[src/rtl/opnd_pkg.sv]
package opnd_pkg;
    typedef enum logic [3:0] {
        M_REG  = 4'd0,
        M_IMM  = 4'd1,
        M_DISP = 4'd2,
        M_IND  = 4'd3,
        M_IDX  = 4'd4,
        M_DIR  = 4'd5,
        M_MIND = 4'd6,
        M_AINC = 4'd7,
        M_ADEC = 4'd8,
        M_SCL  = 4'd9
    } amode_e;

    // How many memory reads a mode needs
    typedef enum logic [1:0] {
        K_NOMEM = 2'd0,
        K_ONE   = 2'd1,
        K_TWO   = 2'd2,
        K_BAD   = 2'd3
    } kind_e;

    typedef enum logic [1:0] {
        ST_IDLE  = 2'd0,
        ST_PTR   = 2'd1,
        ST_FETCH = 2'd2
    } seq_st_e;
endpackage

[src/rtl/opnd_agen.sv]
module opnd_agen
    import opnd_pkg::*;
#(
    parameter int W  = 16,
    parameter int SW = 2
) (
    input  logic [3:0]    mode,
    input  logic [W-1:0]  konst,
    input  logic [W-1:0]  rb,
    input  logic [W-1:0]  rx,
    input  logic [SW-1:0] scale,
    output logic [W-1:0]  addr,
    output logic [W-1:0]  direct_val,
    output logic [W-1:0]  upd_val,
    output logic          upd,
    output kind_e         kind
);
    logic [W-1:0] rx_scaled;

    always_comb begin
        rx_scaled = rx << scale;
    end

    always_comb begin
        addr       = rb;
        direct_val = rb;
        upd_val    = rb;
        upd        = 1'b0;
        kind       = K_BAD;
        case (mode)
            M_REG:  begin kind = K_NOMEM; direct_val = rb;    end
            M_IMM:  begin kind = K_NOMEM; direct_val = konst; end
            M_DISP: begin kind = K_ONE;   addr = konst + rb;  end
            M_IND:  begin kind = K_ONE;   addr = rb;          end
            M_IDX:  begin kind = K_ONE;   addr = rb + rx;     end
            M_DIR:  begin kind = K_ONE;   addr = konst;       end
            M_MIND: begin kind = K_TWO;   addr = rb;          end
            M_AINC: begin
                kind    = K_ONE;
                addr    = rb;
                upd     = 1'b1;
                upd_val = rb + W'(1);
            end
            M_ADEC: begin
                kind    = K_ONE;
                addr    = rb;
                upd     = 1'b1;
                upd_val = rb - W'(1);
            end
            M_SCL:  begin kind = K_ONE;   addr = konst + rb + rx_scaled; end
            default: kind = K_BAD;
        endcase
    end
endmodule

[src/rtl/opnd_seq.sv]
module opnd_seq
    import opnd_pkg::*;
#(
    parameter int W  = 16,
    parameter int RI = 4
) (
    input  logic          clk,
    input  logic          rst_n,
    input  logic          start,
    input  kind_e         kind,
    input  logic [W-1:0]  addr,
    input  logic [W-1:0]  direct_val,
    input  logic          upd,
    input  logic [W-1:0]  upd_val,
    input  logic [RI-1:0] rb_idx,
    input  logic [W-1:0]  mem_rdata,
    output logic          busy,
    output logic          mem_re,
    output logic [W-1:0]  mem_addr,
    output logic          opnd_valid,
    output logic [W-1:0]  opnd_data,
    output logic          wb_en,
    output logic [RI-1:0] wb_idx,
    output logic [W-1:0]  wb_data,
    output logic          illegal
);
    seq_st_e       state, nxt;
    logic          accept;
    logic          upd_q;
    logic [W-1:0]  upd_val_q;
    logic [RI-1:0] idx_q;

    assign accept = start && (state == ST_IDLE);
    assign busy   = (state != ST_IDLE);

    // State register
    always_ff @(posedge clk) begin
        if (!rst_n) state <= ST_IDLE;
        else        state <= nxt;
    end

    // Transitions
    always_comb begin
        nxt = state;
        unique case (state)
            ST_IDLE: begin
                if (accept) begin
                    if (kind == K_ONE)      nxt = ST_FETCH;
                    else if (kind == K_TWO) nxt = ST_PTR;
                end
            end
            ST_PTR:   nxt = ST_FETCH;
            ST_FETCH: nxt = ST_IDLE;
            default:  nxt = ST_IDLE;
        endcase
    end

    // Memory port: first read straight from the request, second from the pointer
    always_comb begin
        mem_re   = 1'b0;
        mem_addr = addr;
        unique case (state)
            ST_IDLE:  mem_re = accept && ((kind == K_ONE) || (kind == K_TWO));
            ST_PTR: begin
                mem_re   = 1'b1;
                mem_addr = mem_rdata;
            end
            ST_FETCH: mem_re = 1'b0;
            default:  mem_re = 1'b0;
        endcase
    end

    // Registered outputs
    always_ff @(posedge clk) begin
        if (!rst_n) begin
            opnd_valid <= 1'b0;
            opnd_data  <= '0;
            wb_en      <= 1'b0;
            wb_idx     <= '0;
            wb_data    <= '0;
            illegal    <= 1'b0;
            upd_q      <= 1'b0;
            upd_val_q  <= '0;
            idx_q      <= '0;
        end else begin
            opnd_valid <= 1'b0;
            wb_en      <= 1'b0;
            illegal    <= 1'b0;
            unique case (state)
                ST_IDLE: begin
                    if (accept) begin
                        upd_q     <= upd;
                        upd_val_q <= upd_val;
                        idx_q     <= rb_idx;
                        if (kind == K_NOMEM) begin
                            opnd_valid <= 1'b1;
                            opnd_data  <= direct_val;
                        end else if (kind == K_BAD) begin
                            illegal <= 1'b1;
                        end
                    end
                end
                ST_PTR: ;
                ST_FETCH: begin
                    opnd_valid <= 1'b1;
                    opnd_data  <= mem_rdata;
                    wb_en      <= upd_q;
                    wb_idx     <= idx_q;
                    wb_data    <= upd_val_q;
                end
                default: ;
            endcase
        end
    end
endmodule

[src/rtl/opnd_resolver.sv]
module opnd_resolver
    import opnd_pkg::*;
#(
    parameter int W  = 16,
    parameter int RI = 4
) (
    input  logic          clk,
    input  logic          rst_n,
    input  logic          start,
    input  logic [3:0]    mode,
    input  logic [W-1:0]  konst,
    input  logic [RI-1:0] rb_idx,
    input  logic [W-1:0]  rb_val,
    input  logic [W-1:0]  rx_val,
    input  logic [1:0]    scale,
    output logic          busy,
    output logic          mem_re,
    output logic [W-1:0]  mem_addr,
    input  logic [W-1:0]  mem_rdata,
    output logic          opnd_valid,
    output logic [W-1:0]  opnd_data,
    output logic          wb_en,
    output logic [RI-1:0] wb_idx,
    output logic [W-1:0]  wb_data,
    output logic          illegal
);
    localparam int SW = 2;

    logic [W-1:0] ag_addr, ag_direct, ag_upd_val;
    logic         ag_upd;
    kind_e        ag_kind;

    opnd_agen #(.W(W), .SW(SW)) u_agen (
        .mode       (mode),
        .konst      (konst),
        .rb         (rb_val),
        .rx         (rx_val),
        .scale      (scale),
        .addr       (ag_addr),
        .direct_val (ag_direct),
        .upd_val    (ag_upd_val),
        .upd        (ag_upd),
        .kind       (ag_kind)
    );

    opnd_seq #(.W(W), .RI(RI)) u_seq (
        .clk        (clk),
        .rst_n      (rst_n),
        .start      (start),
        .kind       (ag_kind),
        .addr       (ag_addr),
        .direct_val (ag_direct),
        .upd        (ag_upd),
        .upd_val    (ag_upd_val),
        .rb_idx     (rb_idx),
        .mem_rdata  (mem_rdata),
        .busy       (busy),
        .mem_re     (mem_re),
        .mem_addr   (mem_addr),
        .opnd_valid (opnd_valid),
        .opnd_data  (opnd_data),
        .wb_en      (wb_en),
        .wb_idx     (wb_idx),
        .wb_data    (wb_data),
        .illegal    (illegal)
    );
endmodule

[config.mk]
export PLATFORM = sky130hd
export DESIGN_NAME = opnd_resolver
export DESIGN_NICKNAME = d
export VERILOG_FILES = /design/src/rtl/opnd_pkg.sv /design/src/rtl/opnd_agen.sv /design/src/rtl/opnd_seq.sv /design/src/rtl/opnd_resolver.sv
export SDC_FILE = /design/constraint.sdc
export NUM_CORES = 1
export LEC_CHECK = 0
export BUFFER_PORTS_ARGS = -buffer_cell sky130_fd_sc_hd__buf_2
export CORE_UTILIZATION = 45
export CTS_CLUSTER_DIAMETER = 30
export DETAILED_ROUTE_END_ITERATION = 8
export PLACE_DENSITY = 0.65
export SYNTH_ARGS = -nofsm -noshare
export SYNTH_HDL_FRONTEND = slang
export SYNTH_SLANG_ARGS = --single-unit
[constraint.sdc]
create_clock -name clk -period 4.45 [get_ports clk]
set_clock_uncertainty 0.2 [all_clocks]
set_input_delay 0.445 -clock clk [delete_from_list [all_inputs] [get_ports clk]]
set_output_delay 0.445 -clock clk [all_outputs]
set_load 0.02 [all_outputs]
==> reports/metrics.csv, run 1 <==
metric;value;unit
status;completed;
fill count;1413;
Critical Path Source Type;input pin;
io pins;134;
reg2reg path depth;4;
Post-layout nets;1135;
share of cells above drive strength 1;24.4;%
Post-Place Cells;1162;
die span in y;124;um
Core ar.;14500;um^2
Yosys cell types;74;
DR iter-0 viols;477;
DIE WIDTH;124;um
Synthesized Nets;989;
fin crit period;4.36;ns
hold buffer count at cts;0;
worst path required time;3.81;ns
Post-route DRC;0;
Worst Setup SP;rb_val[0];
WL final;20.1;mm
Net Switching;0.000844;W
Period Utilization, post-route;98.0;%
ys async rst share;0;%
wire length per cell;17.0;um
FF+latch count, synth;62;
clock sink total;62;
vias in the first global route;6333;
leak pwr;3.57;nW
first-pass GRT wire length;31.2;mm
Netlist Area Pre-Place;6650;um^2
hold crit path type;in2reg;
Rel. slew slack;25.4;%
Clock Tree Root;clkbuf_16;
Min-Delay Path Depth;3;
max-slew violations;0;
P per Cell Area;284;nW/um^2
switching share of power;36.4;%
R2R Setup Slk;2.16;ns
Peak supply drop;202;uV
vias per inst;5.84;
Critical Path Fanout Max;3;
Setup CP Type;in2out;
crit end category;output port;
PortBufs;133;
GRT Residual Overflow;0;
Area contributors post-synth;dfxtp_1, ha_1, nand2_1;
hold_ws;0.178;ns
antenna violation net count after detailed routing;0;
Critical Path AT;3.71;ns
Longest Clk Path Bufs;2;
largest net degree at the start of global routing;64;
Finished Layout Cells;1182;
Avg Cell Area, Syn;7.85;um^2
Most used DFF post-synth;dfxtp_1;
hold_sp;rb_idx[0];
htree depth;3;
Clk network pwr share;27.6;%
worst skew pair latency;0.32;ns
row cnt;44;
Flop pwr share;26.2;%
GRT Total Usage;26.3;%
TritonRoute pass-1 iters;5;
post-synthesis sequential area ratio;18.7;%
gp weighted congestion;0.931;
Final HPWL DP;15.5;mm
RSZ-0062 raised after global routing;true;
Area Growth Syn to Fin;22.8;%
fmax;229;MHz
CTS Buf Count;9;
synth warn;0;
Yosys top cell area share;18.7;%
Combinational Power Share;46.2;%
synthesized instance count;847;
Max-cap violations;0;
worst r2r src;u_seq.state[1]$_SDFFE_PN0P_;
die footprint;15300;um^2
most instantiated cells after synthesis;nand2_1, dfxtp_1, ha_1;
clock transition at the registers of the reported paths;0.05;ns
final hold vios;0;
Pint;0.00147;W
Initial Utilization;45.9;%
antenna violations before repair;1;
top cell type by total area after synthesis;dfxtp_1;
Vias;6899;
Worst-Margin Slew;1.12;ns
most common cell in the netlist;nand2_1;
Setup-failing EPs final;0;
EDFF count, synth;0;
CTS tree;yes;
## cells in the final DEF (no fill, tap or decap), types with 5 or more instances in the layout
cell type,netlist,final
a211oi_1,7,7
xnor2_1,26,24
mux2i_1,42,42
o22ai_1,9,9
a21oi_1,58,48
nor2_1,39,38
xor2_1,14,14
a22oi_1,7,7
nand2_1,122,122
o311ai_0,5,5
a221oi_1,7,7
and2_1,5,5
or2_2,5,5
nor2b_1,32,31
ha_1,61,59
o21ai_0,60,57
nand3b_1,6,6
nor3_1,17,16
o21ai_1,6,7
nand2b_1,13,13
a21o_1,8,8
dfxtp_1,62,62
a31oi_1,5,5
clkbuf_16,0,9
a21boi_0,26,26
o211ai_1,12,12
o21a_1,6,6
buf_4,2,44
mux4_2,7,7
nand3_1,12,12
o211a_1,11,11
or3_1,10,9
and3_1,9,9
buf_2,7,127
a21oi_2,0,10
o21bai_1,12,12
inv_1,25,25
## critical path: stages
cell,delay (ns)
buf_8,0.10
ha_4,0.15
fa_2,0.34
a21o_1,0.18
a21oi_2,0.11
buf_4,0.13
o21ai_2,0.07
buf_6,0.15
a211oi_4,0.28
xnor2_2,0.12
ha_1,0.33
and3_1,0.18
o311a_1,0.14
or3_1,0.39
o211ai_1,0.17
a21boi_2,0.25
buf_4,0.17
## sequential cells by signal, summed over array words and instances, names as in the netlist
| name | flops |
|---|---|
| u_seq.opnd_data | 16 |
| u_seq.wb_en | 1 |
| u_seq.illegal | 1 |
| u_seq.upd_val_q | 16 |
| u_seq.upd_q | 1 |
| u_seq.state | 2 |
| u_seq.wb_data | 16 |
| u_seq.opnd_valid | 1 |
| u_seq.wb_idx | 4 |
| u_seq.idx_q | 4 |
## through the flow
stage          setup slack (ns)  utilization (%)  TNS [ns]  power (W)  cell area, um^2
3_3_place_gp             -0.192             53.0    -0.443    0.00159             7670
3_5_place_dp             -0.218             53.0    -0.667    0.00160             7670
6_report                 0.0907             56.4         0    0.00232             8160
2_1_floorplan            0.0300                -         0    0.00131             6650
5_1_grt                 -0.0640             56.3    -0.115    0.00246             8160
4_1_cts                 0.00457             55.4         0    0.00228             8020
## logic make-up (layout without fill, tap and decap cells)
| family | Yosys count | count (layout) | synth area share (%) |
|---|---|---|---|
| AOI/OAI and AO/OA | 268 | 268 | 26.9 |
| other | 0 | 2 | 0 |
| and+or+nand+nor | 291 | 291 | 21.5 |
| muxes | 54 | 54 | 10.4 |
| DFF | 62 | 62 | 18.7 |
| adders and majority gates | 65 | 65 | 12.7 |
| buffers and inverters | 65 | 214 | 4.03 |
| xor gates and xnor gates | 42 | 42 | 5.76 |
## timing repair
item | 4_1_cts | 5_1_grt
resized for setup | 15 | 28
setup buffers | 1 | 3
pin swaps | 16 | 19
endpoints found under the setup margin | 6 | 9
## layer usage
metal | GRT usage, % | up-vias | share of wire, %
met1 | 34.8 | 3198 | 46
met4 | 8.28 | 0 | 2.2
met2 | 43.0 | 238 | 45
met5 | 0 | - | 0
met3 | 4.66 | 40 | 6.6
li1 | - | 3423 | -
## power by group through the flow
stage	registers, W	logic [W]	clock network, W
detailed placement	0.000618	0.000980	0
global route	0.000611	0.00117	0.000678
floorplan	0.000633	0.000673	0
global placement	0.000618	0.000974	0
CTS	0.000607	0.00101	0.000658
finish	0.000607	0.00107	0.000640
## cell type report
type                    instances  area, um^2  area share [%]
diodes                          2        5.00          0.0613
flip-flops and latches         62        1240            15.2
clock buffers                  13         270            3.31
clock inverters                 1        5.00          0.0613
well taps                     184         230            2.82
multi-input cells             720        5300            65.0
inverters                      25        93.8            1.15
repair buffers                175        1010            12.4
## final timing paths
kind                                                         to
worst max-delay path                               mem_addr[10]
worst min-delay path                u_seq.idx_q[0]$_SDFFE_PN0P_
worst max register to register  u_seq.opnd_data[1]$_SDFFE_PN0P_
worst min register to register   u_seq.wb_data[13]$_SDFFE_PN0P_
Power figures use the tool's default switching activity.
==> inputs of run 2 (changes only) <==
--- a/config.mk
+++ b/config.mk
@@ -6,10 +6,13 @@
 export NUM_CORES = 1
 export LEC_CHECK = 0
 export BUFFER_PORTS_ARGS = -buffer_cell sky130_fd_sc_hd__buf_2
-export CORE_UTILIZATION = 45
+export CELL_PAD_IN_SITES_DETAIL_PLACEMENT = 0
+export CELL_PAD_IN_SITES_GLOBAL_PLACEMENT = 1
+export CORE_MARGIN = 3
+export CORE_UTILIZATION = 42
 export CTS_CLUSTER_DIAMETER = 30
 export DETAILED_ROUTE_END_ITERATION = 8
-export PLACE_DENSITY = 0.65
+export PLACE_DENSITY = 0.81
 export SYNTH_ARGS = -nofsm -noshare
 export SYNTH_HDL_FRONTEND = slang
 export SYNTH_SLANG_ARGS = --single-unit
==> reports/metrics.csv, run 2 (synthesis results as in run 1) <==
metric;value;unit;change
wire length per cell;17.1;um;was 17.0 um
worst skew pair latency;0.32;ns;about the same
gp weighted congestion;0.919;;was 0.931
grt met2 use;39.5;%;was 43.0%
Regs by FF count;u_seq.opnd_data (16), u_seq.upd_val_q (16), u_seq.wb_data (16);;unchanged
Final HPWL DP;16.1;mm;was 15.5 mm
Longest Clk Path Bufs;2;;unchanged
Area Growth Syn to Fin;24.0;%;was 22.8%
Setup-failing EPs final;0;;unchanged
dpl ws;-0.236;ns;was -0.218 ns
worst path required time;3.81;ns;about the same
Reg-to-Reg End;u_seq.opnd_data[0]$_SDFFE_PN0P_;;was u_seq.opnd_data[1]$_SDFFE_PN0P_
met3 Use GR;4.96;%;was 4.66%
Rel. slew slack;27.1;%;was 25.4%
Min-Delay Path Depth;3;;unchanged
first-pass GRT wire length;32.8;mm;was 31.2 mm
vias per inst;5.65;;was 5.84
PnR worst setup slack;0.0462;ns;was 0.0907 ns
Worst-Margin Slew;1.09;ns;was 1.12 ns
Ant. Diodes;0;;was 2
Core ar.;15300;um^2;was 14500 um^2
CTS tree;yes;;unchanged
clock sink total;62;;unchanged
multi-input logic area;5300;um^2;about the same
die footprint;17400;um^2;was 15300 um^2
antenna violation net count after detailed routing;0;;unchanged
Clock Tree Root;clkbuf_16;;unchanged
die span in y;132;um;was 124 um
hold crit path type;in2reg;;unchanged
Critical Path AT;3.76;ns;was 3.71 ns
Peak supply drop;196;uV;was 202 uV
antenna violations before repair;2;;was 1
GRT Total Usage;22.9;%;was 26.3%
crit end category;output port;;unchanged
largest net degree at the start of global routing;64;;unchanged
share of cells above drive strength 1;24.9;%;was 24.4%
fill count;1567;;was 1413
max-slew violations;0;;unchanged
grt peak-use layer;met2;;unchanged
Critical Path Fanout Max;3;;unchanged
commonest non-fill, non-tap cells in the layout;buf_2, nand2_1, dfxtp_1;;unchanged
fin crit period;4.40;ns;was 4.36 ns
CTS Buf Count;9;;unchanged
status;completed;;unchanged
clock transition at the registers of the reported paths;0.05;ns;about the same
Setup CP Type;in2out;;unchanged
io pins;134;;unchanged
Hold EP;u_seq.idx_q[2]$_SDFFE_PN0P_;;was u_seq.idx_q[0]$_SDFFE_PN0P_
worst r2r src;u_seq.state[1]$_SDFFE_PN0P_;;unchanged
Critical Path Source Type;input pin;;unchanged
Period Utilization, post-route;99.0;%;was 98.0%
Sequential Area;1240;um^2;unchanged
reg2reg path depth;4;;unchanged
leak pwr;3.59;nW;was 3.57 nW
P per Cell Area;287;nW/um^2;was 284 nW/um^2
RSZ-0062 raised after global routing;true;;unchanged
fmax;227;MHz;was 229 MHz
row cnt;45;;was 44
Post-layout nets;1140;;was 1135
GRT Residual Overflow;0;;unchanged
TritonRoute pass-1 iters;6;;was 5
commonest non-fill, non-tap cell in the layout;buf_2;;unchanged
DR iter-0 viols;415;;was 477
htree depth;3;;unchanged
post-layout util;53.8;%;was 56.4%
PortBufs;133;;unchanged
Max-cap violations;0;;unchanged
Initial Utilization;43.4;%;was 45.9%
hold_sp;rb_idx[2];;was rb_idx[0]
DIE WIDTH;132;um;was 124 um
R2R Setup Slk;2.20;ns;was 2.16 ns
Post-route DRC;0;;unchanged
Vias;6857;;was 6899
global routing usage on met1;29.9;%;was 34.8%
vias in the first global route;6492;;was 6333
final hold vios;0;;unchanged
WL final;20.8;mm;was 20.1 mm
hold buffer count at cts;0;;unchanged
-- run 2: cell count changes in the layout (fill, tap and decap cells not counted), moves of 3 or more --
cell      previous run  this run
buf_4               44        49
a21oi_1             48        51
a21oi_2             10         7
clkbuf_8             3         0
nor3_1              16        13
nor3_2               2         5
-- run 2: critical path, cell delays in order --
cell and delay, ns:
buf_8 0.10, ha_4 0.15, fa_2 0.34, a21o_1 0.19
a21oi_2 0.12, buf_4 0.13, o21bai_1 0.06, a21oi_1 0.17
xnor2_1 0.17, ha_2 0.34, buf_6 0.13, nand3_2 0.08
nor4_2 0.05, or2_4 0.30, o2111ai_4 0.26, a21oi_2 0.11
o21ai_1 0.17, nand3b_1 0.10, a31oi_1 0.16, buf_4 0.17
-- run 2: layout make-up --
| cell class | count | share of cell area [%] |
|---|---|---|
| multi-input combinational | 720 | 64.4 |
| sequential | 62 | 15.1 |
| timing repair buffer | 180 | 12.8 |
| tap | 211 | 3.20 |
| clock buffer | 12 | 2.87 |
| inverter | 25 | 1.14 |
| clock inverter | 4 | 0.577 |
-- run 2: per-stage QoR --
step / hold slack, ns / total power, W / area (um^2) / instances / TNS, ns
5_1_grt: 0.178 / 0.00252 / 8240 / 1214 / -0.459
4_1_cts: 0.162 / 0.00232 / 8090 / 1211 / -0.0208
2_1_floorplan: 0.238 / 0.00131 / 6650 / 847 / 0
3_5_place_dp: 0.258 / 0.00161 / 7720 / 1192 / -0.604
6_report: 0.170 / 0.00236 / 8240 / 1214 / 0
3_3_place_gp: 0.253 / 0.00161 / 7720 / 1192 / -0.490
-- run 2: where the power goes --
part | switching [W] | total, W | internal (W)
combinational | 0.000607 | 0.00109 | 0.000481
sequential | 0.0000173 | 0.000606 | 0.000589
clock | 0.000239 | 0.000670 | 0.000431
-- run 2: repair_timing --
action,CTS,global route
pin swaps,15,14
gates resized for setup,13,32
setup buffers,3,3
setup endpoints to repair,5,9
-- run 2: how the worst max path moves through the flow --
| stage | to | cells after the start | start |
|---|---|---|---|
| 6_report | mem_addr[15] | 20 | rb_val[0] |
| 3_3_place_gp | mem_addr[13] | 19 | rb_val[0] |
| 4_1_cts | mem_addr[13] | 19 | rb_val[0] |
| 3_5_place_dp | mem_addr[13] | 19 | rb_val[0] |
| 2_1_floorplan | mem_addr[13] | 16 | konst[0] |
| 5_1_grt | mem_addr[13] | 20 | rb_val[0] |
-- run 2: per-layer routing --
metal  up-vias  routed length, um
met5         -                 21
met4         4                244
met3        29               1160
met2       186              10000
met1      3200               9350
li1       3438                  -
==> inputs of run 3 (changes only) <==
--- a/config.mk
+++ b/config.mk
@@ -12,6 +12,7 @@
 export CORE_UTILIZATION = 42
 export CTS_CLUSTER_DIAMETER = 30
 export DETAILED_ROUTE_END_ITERATION = 8
+export MAX_ROUTING_LAYER = met4
 export PLACE_DENSITY = 0.81
 export SYNTH_ARGS = -nofsm -noshare
 export SYNTH_HDL_FRONTEND = slang
==> reports/metrics.csv, run 3 (synthesis results as in run 1) <==
metric;value;unit;change
vias in the first global route;6607;;was 6492
Regs by FF count;u_seq.opnd_data (16), u_seq.upd_val_q (16), u_seq.wb_data (16);;unchanged
htree depth;3;;unchanged
Min-Delay Path Depth;3;;unchanged
worst r2r src;u_seq.state[1]$_SDFFE_PN0P_;;unchanged
largest net degree at the start of global routing;64;;unchanged
clock transition at the registers of the reported paths;0.05;ns;about the same
vias per inst;5.67;;was 5.65
RSZ-0062 raised after global routing;true;;unchanged
hold_sp;rb_idx[0];;was rb_idx[2]
Post-route DRC;0;;unchanged
Combinational Power Share;46.2;%;was 46.0%
Critical Path Fanout Max;3;;unchanged
hold crit path type;in2reg;;unchanged
commonest non-fill, non-tap cells in the layout;buf_2, nand2_1, dfxtp_1;;unchanged
P per Cell Area;291;nW/um^2;was 287 nW/um^2
commonest non-fill, non-tap cell in the layout;buf_2;;unchanged
final hold vios;0;;unchanged
share of cells above drive strength 1;26.0;%;was 24.9%
cell family with most CP delay;compound AO/OA/AOI/OAI gates;;unchanged
die footprint;17400;um^2;unchanged
slowest stage delay, CP;0.37;ns;was 0.34 ns
Initial Utilization;43.4;%;unchanged
CTS tree;yes;;unchanged
TritonRoute pass-1 iters;5;;was 6
multi-input logic area;5370;um^2;was 5300 um^2
Clock Tree Root;clkbuf_16;;unchanged
Clk network pwr share;28.8;%;was 28.3%
CTS Buf Count;9;;unchanged
Period Utilization, post-route;99.7;%;was 99.0%
Slowest-stage cell, CP;or3_1;;was fa_2
GRT Residual Overflow;0;;unchanged
antenna violations before repair;2;;unchanged
Reg-to-Reg End;u_seq.opnd_data[0]$_SDFFE_PN0P_;;unchanged
crit path cell chain;buf_8, ha_4, fa_2, a21o_1, a21oi_2, buf_4, o21bai_1, a21oi_2, xnor2_2, ha_4, or2_2, o22a_1, o311a_4, or3_1, o211ai_1, a21boi_2, buf_4;;was buf_8, ha_4, fa_2, a21o_1, a21oi_2, buf_4, o21bai_1, a21oi_1, xnor2_1, ha_2, buf_6, nand3_2, nor4_2, or2_4, o2111ai_4, a21oi_2, o21ai_1, nand3b_1, a31oi_1, buf_4
Setup-failing EPs final;0;;unchanged
switching share of power;36.8;%;was 36.5%
max-slew violations;0;;unchanged
Vias;6897;;was 6857
fin crit period;4.43;ns;was 4.40 ns
antenna violation net count after detailed routing;0;;unchanged
Worst-Margin Slew;1.09;ns;about the same
worst skew pair latency;0.33;ns;was 0.32 ns
status;completed;;unchanged
row cnt;45;;unchanged
Post-Place Cells;1193;;was 1192
Overall Power;0.00243;W;was 0.00236 W
Pint;0.00153;W;was 0.00150 W
WL final;20.9;mm;was 20.8 mm
DIE WIDTH;132;um;unchanged
Finished Layout Cells;1217;;was 1214
Peak supply drop;190;uV;was 196 uV
Max-cap violations;0;;unchanged
Area Growth Syn to Fin;25.5;%;was 24.0%
DR iter-0 viols;373;;was 415
WP buf/inv;3;;was 4
first-pass GRT wire length;33.3;mm;was 32.8 mm
Flop pwr share;25.0;%;was 25.6%
Hold EP;u_seq.idx_q[0]$_SDFFE_PN0P_;;was u_seq.idx_q[2]$_SDFFE_PN0P_
Critical Path AT;3.79;ns;was 3.76 ns
gp weighted congestion;0.919;;about the same
GRT Total Usage;24.1;%;was 22.9%
die span in y;132;um;unchanged
Final HPWL DP;16.3;mm;was 16.1 mm
Longest Clk Path Bufs;2;;unchanged
Sequential Area;1240;um^2;unchanged
Core ar.;15300;um^2;unchanged
Setup CP Type;in2out;;unchanged
post-layout util;54.5;%;was 53.8%
Rel. slew slack;26.9;%;was 27.1%
io pins;134;;unchanged
Net Switching;0.000894;W;was 0.000863 W
R2R Setup Slk;2.20;ns;about the same
fmax;226;MHz;was 227 MHz
PortBufs;133;;unchanged
clock sink total;62;;unchanged
Post-layout nets;1141;;was 1140
wire length per cell;17.2;um;was 17.1 um
reg2reg path depth;4;;unchanged
crit end category;output port;;unchanged
Critical Path Source Type;input pin;;unchanged
fill count;1548;;was 1567
leak pwr;3.61;nW;was 3.59 nW
worst path required time;3.81;ns;about the same
run 3: cell count changes in the layout (fill, tap and decap cells not counted), sizes merged:
cell and change:
diode +2, buf +2, clkbuf -3, clkinv +2
run 3: routing by layer:
metal | wire length, um | vias to the layer above | part of all wire [%] | GRT usage [%]
met5 | 0 | - | 0 | -
met4 | 705 | 0 | 3.4 | 8.05
met3 | 1190 | 52 | 5.7 | 5.08
met2 | 9640 | 193 | 46 | 38.6
met1 | 9390 | 3221 | 45 | 30.4
li1 | - | 3431 | - | -
run 3: stage by stage:
| stage | worst slack (ns) | hold WS, ns | area (um^2) | TNS (ns) |
|---|---|---|---|---|
| after floorplan | 0.0300 | 0.238 | 6650 | 0 |
| after global placement | -0.204 | 0.253 | 7730 | -0.462 |
| after detailed placement | -0.263 | 0.260 | 7730 | -0.839 |
| after CTS | 0.00438 | 0.160 | 8150 | 0 |
| after global routing | -0.161 | 0.185 | 8340 | -0.619 |
| final | 0.0155 | 0.163 | 8340 | 0 |
run 3: worst max path at each step:
stage | start | to | slack [ns] | depth (start not counted)
after floorplan | konst[0] | mem_addr[13] | 0.03 | 16
after global placement | rb_val[0] | mem_addr[13] | -0.20 | 19
after detailed placement | rb_val[0] | mem_addr[13] | -0.26 | 19
after CTS | rb_val[0] | mem_addr[13] | 0.004 | 19
after global routing | rb_val[0] | mem_addr[14] | -0.16 | 19
final | rb_val[0] | mem_addr[10] | 0.02 | 17
run 3: area by class of cell:
cell class                      count  share of cell area (%)
Inverter                           25                    1.13
Antenna cell                        2                  0.0600
Clock buffer                       10                    2.87
Sequential cell                    62                    14.9
Clock inverter                      6                   0.735
Timing Repair Buffer              181                    12.7
Tap cell                          211                    3.17
Multi-Input combinational cell    720                    64.4
run 3: worst reg2reg max path, delay by kind of cell, from the launching register on:
family           cells  cell delay, ns
AO/OA/AOI/OAI        1            0.30
flip-flops           1            0.46
multiplexers         1            0.20
AND/OR/NAND/NOR      2            1.00
run 3: repair_timing:
| item | CTS | global route |
|---|---|---|
| pin swaps | 15 | 24 |
| setup buffers | 5 | 1 |
| hold buffers | 0 | 0 |
| setup endpoints to repair | 6 | 9 |
| resized for setup | 18 | 37 |
| cloned | 0 | 0 |
run 3: power groups by stage:
| stage | clock [W] | sequential, W | combinational [W] |
|---|---|---|---|
| after floorplan | 0 | 0.000633 | 0.000673 |
| after global placement | 0 | 0.000617 | 0.000990 |
| after detailed placement | 0 | 0.000618 | 0.000994 |
| after CTS | 0.000714 | 0.000606 | 0.00104 |
| after global routing | 0.000738 | 0.000610 | 0.00123 |
| final | 0.000700 | 0.000606 | 0.00112 |
